### src/rtl/bt_pkg.sv
package bt_pkg;
  localparam int unsigned INSN_W = 16;
  localparam int unsigned COND_W = 4;

  typedef enum logic [2:0] {
    BK_NONE    = 3'd0,
    BK_COND    = 3'd1,
    BK_UNCOND  = 3'd2,
    BK_LONG_HI = 3'd3,
    BK_LONG_LO = 3'd4,
    BK_EXCH    = 3'd5
  } bkind_e;

  typedef struct packed {
    logic n;
    logic z;
    logic c;
    logic v;
  } flags_t;
endpackage

### src/rtl/bt_decode.sv
module bt_decode
  import bt_pkg::*;
(
  input  logic [INSN_W-1:0] insn,
  output bkind_e            kind,
  output logic [COND_W-1:0] cond,
  output logic [3:0]        xreg_idx
);
  always_comb begin
    kind     = BK_NONE;
    cond     = insn[11:8];
    xreg_idx = {insn[6], insn[5:3]};
    if (insn[15:12] == 4'b1101) begin
      if (insn[11:9] != 3'b111) kind = BK_COND;
    end else if (insn[15:11] == 5'b11100) begin
      kind = BK_UNCOND;
    end else if (insn[15:11] == 5'b11110) begin
      kind = BK_LONG_HI;
    end else if (insn[15:11] == 5'b11111) begin
      kind = BK_LONG_LO;
    end else if (insn[15:7] == 9'b010001110 && insn[2:0] == 3'b000) begin
      kind = BK_EXCH;
    end
  end
endmodule

### src/rtl/bt_cond_eval.sv
module bt_cond_eval
  import bt_pkg::*;
(
  input  logic [COND_W-1:0] cond,
  input  flags_t            flags,
  output logic              pass
);
  localparam int unsigned NCODES = 1 << COND_W;

  function automatic logic code_pass(input int code, input flags_t f);
    case (code)
      0:  return f.z;
      1:  return !f.z;
      2:  return f.c;
      3:  return !f.c;
      4:  return f.n;
      5:  return !f.n;
      6:  return f.v;
      7:  return !f.v;
      8:  return f.c && !f.z;
      9:  return !f.c || f.z;
      10: return f.n == f.v;
      11: return f.n != f.v;
      12: return !f.z && (f.n == f.v);
      13: return f.z || (f.n != f.v);
      default: return 1'b0;
    endcase
  endfunction

  logic [NCODES-1:0] pass_vec;

  for (genvar g = 0; g < NCODES; g++) begin : g_code
    if (g < 14) begin : g_valid
      assign pass_vec[g] = code_pass(g, flags);
    end else begin : g_resv
      assign pass_vec[g] = 1'b0;
    end
  end

  assign pass = pass_vec[cond];
endmodule

### src/rtl/bt_target.sv
module bt_target
  import bt_pkg::*;
#(
  parameter int unsigned AW = 32
) (
  input  bkind_e        kind,
  input  logic [10:0]   offs,
  input  logic [AW-1:0] pc,
  input  logic [AW-1:0] lr,
  input  logic [AW-1:0] xop,
  output logic [AW-1:0] tgt,
  output logic [AW-1:0] lr_val,
  output logic          compact
);
  localparam int unsigned OFF_W  = 11;
  localparam int unsigned SH8_W  = 8;
  localparam int unsigned HI_SH  = 12;

  logic [AW-1:0] off8_sx, off11_sx, off11_hi, off11_lo, pc_m2;

  always_comb begin
    off8_sx  = {{(AW-SH8_W-1){offs[SH8_W-1]}}, offs[SH8_W-1:0], 1'b0};
    off11_sx = {{(AW-OFF_W-1){offs[OFF_W-1]}}, offs, 1'b0};
    off11_hi = {{(AW-OFF_W-HI_SH){offs[OFF_W-1]}}, offs, {HI_SH{1'b0}}};
    off11_lo = {{(AW-OFF_W-1){1'b0}}, offs, 1'b0};
    pc_m2    = pc - AW'(2);
    tgt      = '0;
    lr_val   = '0;
    compact  = 1'b0;
    case (kind)
      BK_COND:    tgt = pc + off8_sx;
      BK_UNCOND:  tgt = pc + off11_sx;
      BK_LONG_HI: lr_val = pc + off11_hi;
      BK_LONG_LO: begin
        tgt    = (lr & ~AW'(1)) + off11_lo;
        lr_val = pc_m2 | AW'(1);
      end
      BK_EXCH: begin
        compact = xop[0];
        tgt     = xop[0] ? (xop & ~AW'(1)) : (xop & ~AW'(3));
      end
      default: ;
    endcase
  end
endmodule

### src/rtl/bt_branch_unit.sv
module bt_branch_unit
  import bt_pkg::*;
#(
  parameter int unsigned AW = 32
) (
  input  logic              clk,
  input  logic              rst_n,
  input  logic              insn_valid,
  input  logic [INSN_W-1:0] insn,
  input  logic [AW-1:0]     pc_in,
  input  logic [AW-1:0]     lr_in,
  input  logic [AW-1:0]     xop_in,
  input  logic [3:0]        flags_in,
  output logic [3:0]        xreg_idx,
  output logic              flush,
  output logic [AW-1:0]     pc_out,
  output logic              lr_we,
  output logic [AW-1:0]     lr_out,
  output logic              xchg,
  output logic              xchg_compact
);
  bkind_e            kind;
  logic [COND_W-1:0] cond;
  logic              cond_ok;
  logic [AW-1:0]     tgt, lr_val;
  logic              compact;

  bt_decode u_dec (
    .insn     (insn),
    .kind     (kind),
    .cond     (cond),
    .xreg_idx (xreg_idx)
  );

  bt_cond_eval u_cond (
    .cond  (cond),
    .flags (flags_t'(flags_in)),
    .pass  (cond_ok)
  );

  bt_target #(.AW(AW)) u_tgt (
    .kind    (kind),
    .offs    (insn[10:0]),
    .pc      (pc_in),
    .lr      (lr_in),
    .xop     (xop_in),
    .tgt     (tgt),
    .lr_val  (lr_val),
    .compact (compact)
  );

  logic take_d, lrw_d, xc_d;

  always_comb begin
    take_d = 1'b0;
    lrw_d  = 1'b0;
    xc_d   = 1'b0;
    if (insn_valid) begin
      case (kind)
        BK_COND:    take_d = cond_ok;
        BK_UNCOND:  take_d = 1'b1;
        BK_LONG_HI: lrw_d  = 1'b1;
        BK_LONG_LO: begin
          take_d = 1'b1;
          lrw_d  = 1'b1;
        end
        BK_EXCH: begin
          take_d = 1'b1;
          xc_d   = 1'b1;
        end
        default: ;
      endcase
    end
  end

  always_ff @(posedge clk or negedge rst_n) begin
    if (!rst_n) begin
      flush <= 1'b0;
      lr_we <= 1'b0;
      xchg  <= 1'b0;
    end else begin
      flush <= take_d;
      lr_we <= lrw_d;
      xchg  <= xc_d;
    end
  end

  always_ff @(posedge clk or negedge rst_n) begin
    if (!rst_n) begin
      pc_out       <= '0;
      lr_out       <= '0;
      xchg_compact <= 1'b0;
    end else begin
      if (take_d) pc_out       <= tgt;
      if (lrw_d)  lr_out       <= lr_val;
      if (xc_d)   xchg_compact <= compact;
    end
  end
endmodule

### config.mk
export PLATFORM = sky130hd
export DESIGN_NAME = bt_branch_unit
export DESIGN_NICKNAME = d
export VERILOG_FILES = /design/src/rtl/bt_pkg.sv /design/src/rtl/bt_decode.sv /design/src/rtl/bt_cond_eval.sv /design/src/rtl/bt_target.sv /design/src/rtl/bt_branch_unit.sv
export SDC_FILE = /design/constraint.sdc
export NUM_CORES = 1
export LEC_CHECK = 0
export BUFFER_PORTS_ARGS = -buffer_cell sky130_fd_sc_hd__clkbuf_2
export CORE_MARGIN = 10
export CORE_UTILIZATION = 55
export CTS_CLUSTER_DIAMETER = 200
export DETAILED_ROUTE_END_ITERATION = 10
export HOLD_SLACK_MARGIN = 0.15
export PLACE_DENSITY = 0.85
export REMOVE_ABC_BUFFERS = 1
export SKIP_CTS_REPAIR_TIMING = 1
export SYNTH_ARGS = -nofsm -noshare
export SYNTH_HDL_FRONTEND = slang
export SYNTH_SLANG_ARGS = --single-unit
### constraint.sdc
create_clock -name clk -period 0.9 [get_ports clk]
set_input_delay 0.09 -clock clk [delete_from_list [all_inputs] [get_ports clk]]
set_output_delay 0.09 -clock clk [all_outputs]
set_load 0.05 [all_outputs]
==> results.toml, run 1 <==
[logic_synthesis]
ys_async_sr_fraction = 1.00
synth_edf_count = 0
synth_cell_types = 71
yosys_warnings = 0
synth_cells = 932
ys_seq_area_frac = 0.232
avgSynthCellArea_um2 = 7.88
syn_area_mm2 = 0.00734
synth_top_flop_cell = "dfrtp_1"
synth_seq_cells = 68

[floorplanning]
die_h_um = 136
chipWidth_um = 136
rows = 42
initial_core_util = 0.559
io_pins = 191

[clock_tree]
clock_path_buffers = 2
clock-root-buffer = "clkbuf_16"
cts_made_buffers = 9
htree_levels = 3
clock_sinks = 68

[timing]
worstEpCategory = "register input"
grt-worst-endpoint = "pc_out[25]$_DFFE_PN0P_/D"

[run_status]
stop_error = "[ERROR DPL-0038] Utilization greater than 100%, impossible to legalize"
stop_stage = "global routing"
status = "stopped before the end"

[grt]
grt_max_degree = 38

[placed_design]
port_buffers = 189
dp_hpwl_mm = 24.2
dp.cells = 1534
globalplace.congestion = 1.02
place_ws_ns = -2.43
[kinds of logic after synthesis]
group | Yosys count | synth area share
AOI/OAI and AO/OA | 312 | 0.278
xor gates and xnor gates | 91 | 0.109
adders and majority gates | 69 | 0.121
buffers and inverters | 59 | 0.0341
DFF | 68 | 0.232
muxes | 9 | 0.0143
and+or+nand+nor | 324 | 0.213
[cell usage after synthesis (4+ instances only)]
| cell | n | share of area |
|---|---|---|
| a22oi_1 | 8 | 0.0082 |
| o21ai_0 | 65 | 0.044 |
| xnor2_1 | 57 | 0.068 |
| and2_1 | 13 | 0.011 |
| nor2b_1 | 6 | 0.0051 |
| nand2b_1 | 7 | 0.0060 |
| xor2_1 | 34 | 0.041 |
| nand4_1 | 10 | 0.0085 |
| a31oi_1 | 14 | 0.012 |
| or3_1 | 4 | 0.0034 |
| a21boi_0 | 7 | 0.0072 |
| o22a_1 | 4 | 0.0048 |
| inv_1 | 16 | 0.0082 |
| nand3_1 | 25 | 0.017 |
| ha_1 | 66 | 0.11 |
| a211oi_1 | 6 | 0.0061 |
| mux2i_1 | 6 | 0.0082 |
| a21o_1 | 32 | 0.033 |
| o31ai_1 | 4 | 0.0041 |
| nor3b_1 | 6 | 0.0061 |
| o211ai_1 | 9 | 0.0092 |
| o2111ai_1 | 4 | 0.0048 |
| dfrtp_1 | 68 | 0.23 |
| a41oi_1 | 4 | 0.0048 |
| nor4_1 | 9 | 0.0077 |
| o21bai_1 | 8 | 0.0082 |
| clkbuf_1 | 27 | 0.014 |
| buf_2 | 8 | 0.0055 |
| o21ai_1 | 4 | 0.0027 |
| and3_1 | 6 | 0.0051 |
| nor2_1 | 86 | 0.044 |
| buf_4 | 5 | 0.0051 |
| a222oi_1 | 4 | 0.0055 |
| a21oi_1 | 87 | 0.059 |
| a32oi_1 | 4 | 0.0048 |
| nor3_1 | 29 | 0.020 |
| a221oi_1 | 20 | 0.024 |
| nand2_1 | 105 | 0.054 |
[per-stage QoR]
stage | setup TNS [ns] | util | instance area [µm²] | hold WS (ns)
floorplan | -147.71 | - | 7150 | -0.206
global placement | -96.70 | 0.795 | 10500 | 0.105
detailed placement | -103.84 | 0.795 | 10500 | 0.105
CTS | -98.69 | 0.818 | 10700 | -0.269
==> inputs of run 2 (changes only) <==
--- a/config.mk
+++ b/config.mk
@@ -7,11 +7,9 @@
 export LEC_CHECK = 0
 export BUFFER_PORTS_ARGS = -buffer_cell sky130_fd_sc_hd__clkbuf_2
 export CORE_MARGIN = 10
-export CORE_UTILIZATION = 55
-export CTS_CLUSTER_DIAMETER = 200
+export CORE_UTILIZATION = 40
 export DETAILED_ROUTE_END_ITERATION = 10
-export HOLD_SLACK_MARGIN = 0.15
-export PLACE_DENSITY = 0.85
+export PLACE_DENSITY_LB_ADDON = 0.15
 export REMOVE_ABC_BUFFERS = 1
 export SKIP_CTS_REPAIR_TIMING = 1
 export SYNTH_ARGS = -nofsm -noshare
==> run 2 against run 1 <==
  * The flow now finishes, with violations (negative hold slack, negative setup slack)
  * Area after synthesis stayed put
  * Synthesized cell count stayed put
==> results.toml, run 2 <==
[placed_design]
place_ws_ns = -2.32
dp.cells = 1619
globalplace.congestion = 0.959
dp_hpwl_mm = 22.9
port_buffers = 189

[clock_tree]
cts_tree = "built"
clock-root-buffer = "clkbuf_16"
clk_latency_ns = 0.35
clk_pin_slew_ns = 0.06
htree_levels = 3
clock_sinks = 68
clock_path_buffers = 2
cts_made_buffers = 9

[logic_synthesis]
syn_area_mm2 = 0.00734
synthSimpleGateAreaFrac = 0.213
synth_seq_cells = 68
synth_top_family_by_area = "compound AO/OA/AOI/OAI gates"
ys_seq_area_frac = 0.232
synth_top_flop_cell = "dfrtp_1"
synth_top_area_cell = "dfrtp_1"
synth.top_cells.by_area = "dfrtp_1, ha_1, xnor2_1"
synth_compound_area_frac = 0.278
yosys_warnings = 0
yosys.area.top_type_share = 0.232
synth_fa_ha_area_frac = 0.121
avgSynthCellArea_um2 = 7.88
synthTopCellsByCount = "nand2_1, a21oi_1, nor2_1"
synth_cells = 932
synth_xor_area_frac = 0.109
ys_async_sr_fraction = 1.00
synth_cell_types = 71
yosysMostFrequentCell = "nand2_1"
muxShareOfSynthArea = 0.0143
synth_edf_count = 0

[timing]
finClkSkew_ns = 0
hold_viol_final = 1
maxSlewHeadroom = 0.643
fmax_mhz = 356
timing.hold.ws_ns = -0.00247
grt_setup_unrepaired = "yes"
final_max_slew_viol_count = 0
tightest_slew_ns = 0.535
fin_ws_ns = -1.91
finalCritPeriodShare = 3.12
setup_viol = 136
finalCriticalPeriod_ns = 2.81

[drt]
wl_per_cell_um = 18.9
drt-initial-drc-count = 644
via_count = 9390
drt_wl_total_mm = 32.1
first_pass_iters = 5
routed_via_density = 5.54
ant_nets = 0
drc = 0

[critical_path]
crit_fanout = 6
crit_path_end_kind = "register"
crit_type = "in2reg"
r2r_setup_slack_ns = -0.02
start_kind = "input pin"
worstPathCellList = "buf_8 -> nor4_4 -> buf_4 -> mux2i_4 -> clkinv_4 -> buf_12 -> ha_2 -> a21oi_2 -> o21ai_2 -> nor3_2 -> a21oi_2 -> or2_4 -> buf_4 -> xor2_1 -> a22oi_1 -> a31oi_1"
slowest_stage = "ha_2"
cp_data_arrival_time_ns = 3.03
r2r_start = "lr_out[29]$_DFFE_PN0P_"
worstPathRequired_ns = 1.12
critPathLaunch = "insn[11]"
path_delay_family = "simple AND/OR/NAND/NOR gates"
slowest_delay_ns = 0.30
path_buf_inv = 5

[run]
cap_violations = 0

[final_layout]
final_net_count = 1649
reg.largest.list = "lr_out x32, pc_out x32"
antenna_cells = 0
final_cell_mix = "buf_4, buf_6, clkbuf_2, nand2_1, nor2_1"
area_delta_synth_final_pct = 86.5
final_common_cell = "buf_4"
instances_no_fill = 1695
drive_gt1_frac = 0.525

[grt]
antenna_found_initial = 0
grt_first_pass_wirelength_mm = 44.9
grt_usage = 0.227
grt_pass1_vias = 8773
grt_max_degree = 69
overflow = 0

[run_status]
status = "finished with violations"
violations = "negative hold slack, negative setup slack"

[power_and_ir_drop]
seqPwrFrac = 0.218
swShare = 0.435
p_clk_frac = 0.201
power.density_mw_per_mm2 = 1510
ir_drop_v = 0.00152
p_int_uw = 11700
p_leak_uw = 0.00634
p_sw_uw = 8980
comb_power_share = 0.581

[floorplanning]
chipWidth_um = 155
die_h_um = 155
rows = 49
die_area_mm2 = 0.0242
io_pins = 191
initial_core_util = 0.407
coreArea_mm2 = 0.0180

[worst_hold_path]
min_from = "xop_in[29]"
hold_class = "in2reg"
## run 2: cell counts after synthesis
No cell type changed its count.
## run 2: cell families after synthesis
family / Yosys count
muxes: 9
DFF: 68
adders and majority gates: 69
and+or+nand+nor: 324
buffers and inverters: 59
xor gates and xnor gates: 91
AOI/OAI and AO/OA: 312
## run 2: through the flow
step | cell area, µm² | power (µW) | TNS [ns] | utilization | hold slack [ns]
floorplan | 7150 | 9990 | -147.71 | - | -0.206
global placement | 10800 | 13500 | -98.70 | 0.602 | 0.129
detailed placement | 10800 | 13600 | -100.58 | 0.602 | 0.135
CTS | 11200 | 17700 | -89.52 | 0.620 | -0.257
global route | 13700 | 21600 | -82.78 | 0.759 | 0.00955
finish | 13700 | 20700 | -74.91 | 0.759 | -0.00247
## run 2: cell type report
cell class,instances,area [µm²]
clock buffer,10,239
clock inverter,6,87.6
fill,1250,4340
inverter,16,72.6
multi-input combinational,805,6650
sequential,68,1700
tap,229,287
timing repair buffer,561,4660
## run 2: routing by layer
layer,share of wire,vias up,global-route usage
met3,0.060,39,0.0375
li1,-,4517,-
met2,0.49,357,0.364
met1,0.44,4477,0.307
met4,0.013,0,0.0615
met5,0,-,0
## run 2: worst paths after layout
check / end / cells after the start
worst min-delay path: pc_out[29]$_DFFE_PN0P_ / 3
max in group asynchronous: lr_out[22]$_DFFE_PN0P_ / 3
min in group asynchronous: pc_out[10]$_DFFE_PN0P_ / 3
worst max-delay path: pc_out[21]$_DFFE_PN0P_ / 16
worst min register to register: lr_out[5]$_DFFE_PN0P_ / 2
worst max register to register: lr_out[29]$_DFFE_PN0P_ / 3
## run 2: power by group through the flow
stage | logic [µW] | clock network, µW | registers [µW]
2_1_floorplan | 2840 | 0 | 7140
3_3_place_gp | 9110 | 0 | 4360
3_5_place_dp | 9190 | 0 | 4370
4_1_cts | 9240 | 4160 | 4330
5_1_grt | 12700 | 4290 | 4590
6_report | 12000 | 4150 | 4510
## run 2: worst reg2reg max path, cell delays in order, from the launching register on
cell	delay [ns]
dfrtp_1	0.38
buf_4	0.14
o21ai_0	0.18
o31ai_1	0.10
Power figures use the tool's default switching activity.
==> inputs of run 3 (changes only) <==
--- a/config.mk
+++ b/config.mk
@@ -5,7 +5,7 @@
 export SDC_FILE = /design/constraint.sdc
 export NUM_CORES = 1
 export LEC_CHECK = 0
-export BUFFER_PORTS_ARGS = -buffer_cell sky130_fd_sc_hd__clkbuf_2
+export BUFFER_PORTS_ARGS = -buffer_cell sky130_fd_sc_hd__buf_4
 export CORE_MARGIN = 10
 export CORE_UTILIZATION = 40
 export DETAILED_ROUTE_END_ITERATION = 10
==> run 3 against run 2 <==
  * The run ends with negative setup slack left
  * Global-route usage is 0.078 points lower
  * Design area is 0.11% lower
  * Power is 0.40% lower
  * Combinational power hardly changed
  * Sequential share of layout area hardly changed
  * First-iteration DRC count is 2.2% higher
  * Non-clock buffer count is 12 lower
  * Flip-flop and latch count stayed put
  * Worst hold slack better by 0.024 ns
  * Die area stayed put
  * Routed wire length hardly changed
==> results.toml, run 3 (same netlist as run 2, synthesis figures left out) <==
[run_status]
status = "finished with violations"
violations = "negative setup slack"

[power_and_ir_drop]
p_sw_uw = 8880
swShare = 0.431
p_int_uw = 11700
comb_power_share = 0.586
p_leak_uw = 0.00631
p_clk_frac = 0.196
power.density_mw_per_mm2 = 1500
ir_drop_v = 0.00145
seqPwrFrac = 0.218

[timing]
final_max_slew_viol_count = 0
setup_viol = 135
finalCriticalPeriod_ns = 2.72
grt_setup_unrepaired = "yes"
fmax_mhz = 367
tightest_slew_ns = 0.497
maxSlewHeadroom = 0.666
finClkSkew_ns = 0
fin_ws_ns = -1.82
hold_viol_final = 0
finalCritPeriodShare = 3.03

[grt]
grt_pass1_vias = 8783
met1_usage = 0.296
grt_use_met3 = 0.0482
overflow = 0
grt_max_degree = 69
grt_usage = 0.226
grt_first_pass_wirelength_mm = 44.8
antenna_found_initial = 0
grt.busiest_layer = "met2"
gr-usage-met2 = 0.363

[final_layout]
multi_input_area_mm2 = 0.00658
fillers = 1277
final-seq-area_mm2 = 0.00170
area_delta_synth_final_pct = 86.3
final_net_count = 1637
postLayoutCellArea_mm2 = 0.0137
fin_util = 0.759
drive_gt1_frac = 0.518
reg.largest.list = "lr_out x32, pc_out x32"
antenna_cells = 0
final_cell_mix = "buf_4, buf_6, nand2_1, nor2_1, dfrtp_1"
final_common_cell = "buf_4"

[drt]
drt-initial-drc-count = 658
drt_wl_total_mm = 32.1
first_pass_iters = 5
drc = 0
via_count = 9403
routed_via_density = 5.59
wl_per_cell_um = 19.1
ant_nets = 0

[worst_hold_path]
hold_class = "in2reg"

[floorplanning]
io_pins = 191
coreArea_mm2 = 0.0180
die_area_mm2 = 0.0242
initial_core_util = 0.407
rows = 49
chipWidth_um = 155
die_h_um = 155

[clock_tree]
htree_levels = 3
clock-root-buffer = "clkbuf_16"
clock_sinks = 68
clk_latency_ns = 0.36
cts_made_buffers = 9
clk_pin_slew_ns = 0.07
clock_path_buffers = 2
cts_tree = "built"

[placed_design]
place_area_mm2 = 0.0113
place_ws_ns = -2.36
dp_hpwl_mm = 23.1
port_buffers = 189
globalplace.congestion = 0.966

[run]
cap_violations = 0

[critical_path]
slowest_stage = "mux2i_2"
crit_path_end_kind = "register"
crit_fanout = 6
worstPathRequired_ns = 1.18
crit_type = "in2reg"
start_kind = "input pin"
critPathMostFrequentCell = "a21o_1"
slowest_delay_ns = 0.36
cp_data_arrival_time_ns = 3.00
worstPathCellList = "buf_8 -> nor4_4 -> mux2i_2 -> inv_4 -> clkbuf_16 -> ha_4 -> a21o_1 -> a21o_1 -> a31o_2 -> a21oi_2 -> nand3b_1 -> buf_4 -> a311o_1 -> a41oi_2"
## run 3: changes by cell type in the layout (fill, tap and decap cells not counted), moves of 4 or more
cell      change
a21oi_1       +5
o21ai_0       +7
clkbuf_2    -105
buf_4       +106
buf_2         -5
xnor2_2       +4
buf_12        -4
xnor2_1       -5
a21oi_2       -4
o21ai_1       -4
## run 3: metal layers
metal	part of all wire	up-vias
met5	0	-
met4	0.028	0
met3	0.064	66
met2	0.48	377
met1	0.43	4471
li1	-	4489
## run 3: final cells by class
cell class / count / share of cell area
multi-input combinational: 805 / 0.481
timing repair buffer: 549 / 0.346
sequential: 68 / 0.124
tap: 229 / 0.0210
clock buffer: 9 / 0.0165
clock inverter: 7 / 0.00668
inverter: 16 / 0.00457
## run 3: worst max-delay path, delay by kind of cell
family | cells | cell delay [ns]
buffers and inverters | 4 | 0.63
muxes | 1 | 0.36
adders and majority gates | 1 | 0.23
AOI/OAI and AO/OA | 6 | 1.11
and+or+nand+nor | 2 | 0.57
## run 3: final timing paths
kind,end,from,cells after the start,slack (ns)
max,pc_out[30]$_DFFE_PN0P_,insn[12],14,-1.82
min,pc_out[8]$_DFFE_PN0P_,xop_in[8],3,0.02
max reg2reg,lr_out[29]$_DFFE_PN0P_,lr_out[29]$_DFFE_PN0P_,3,-0.03
min reg2reg,lr_out[23]$_DFFE_PN0P_,lr_out[23]$_DFFE_PN0P_,2,0.50
max in group asynchronous,lr_out[22]$_DFFE_PN0P_,rst_n,3,0.28
min in group asynchronous,pc_out[10]$_DFFE_PN0P_,rst_n,3,0.28
## run 3: power groups by stage
stage,combinational (µW),clock (µW),sequential (µW)
3_5_place_dp,9850,0,4370
3_3_place_gp,9740,0,4370
6_report,12100,4030,4490
4_1_cts,9890,4060,4340
5_1_grt,12800,4200,4570
2_1_floorplan,2840,0,7140
## run 3: metrics by stage
stage	std cells	setup TNS [ns]	hold slack [ns]	power (µW)
floorplan	889	-147.71	-0.206	9990
global placement	1612	-99.79	0.129	14100
detailed placement	1612	-101.14	0.134	14200
CTS	1628	-85.48	-0.260	18300
global route	1683	-81.24	0.0293	21600
finish	1683	-73.15	0.0217	20600
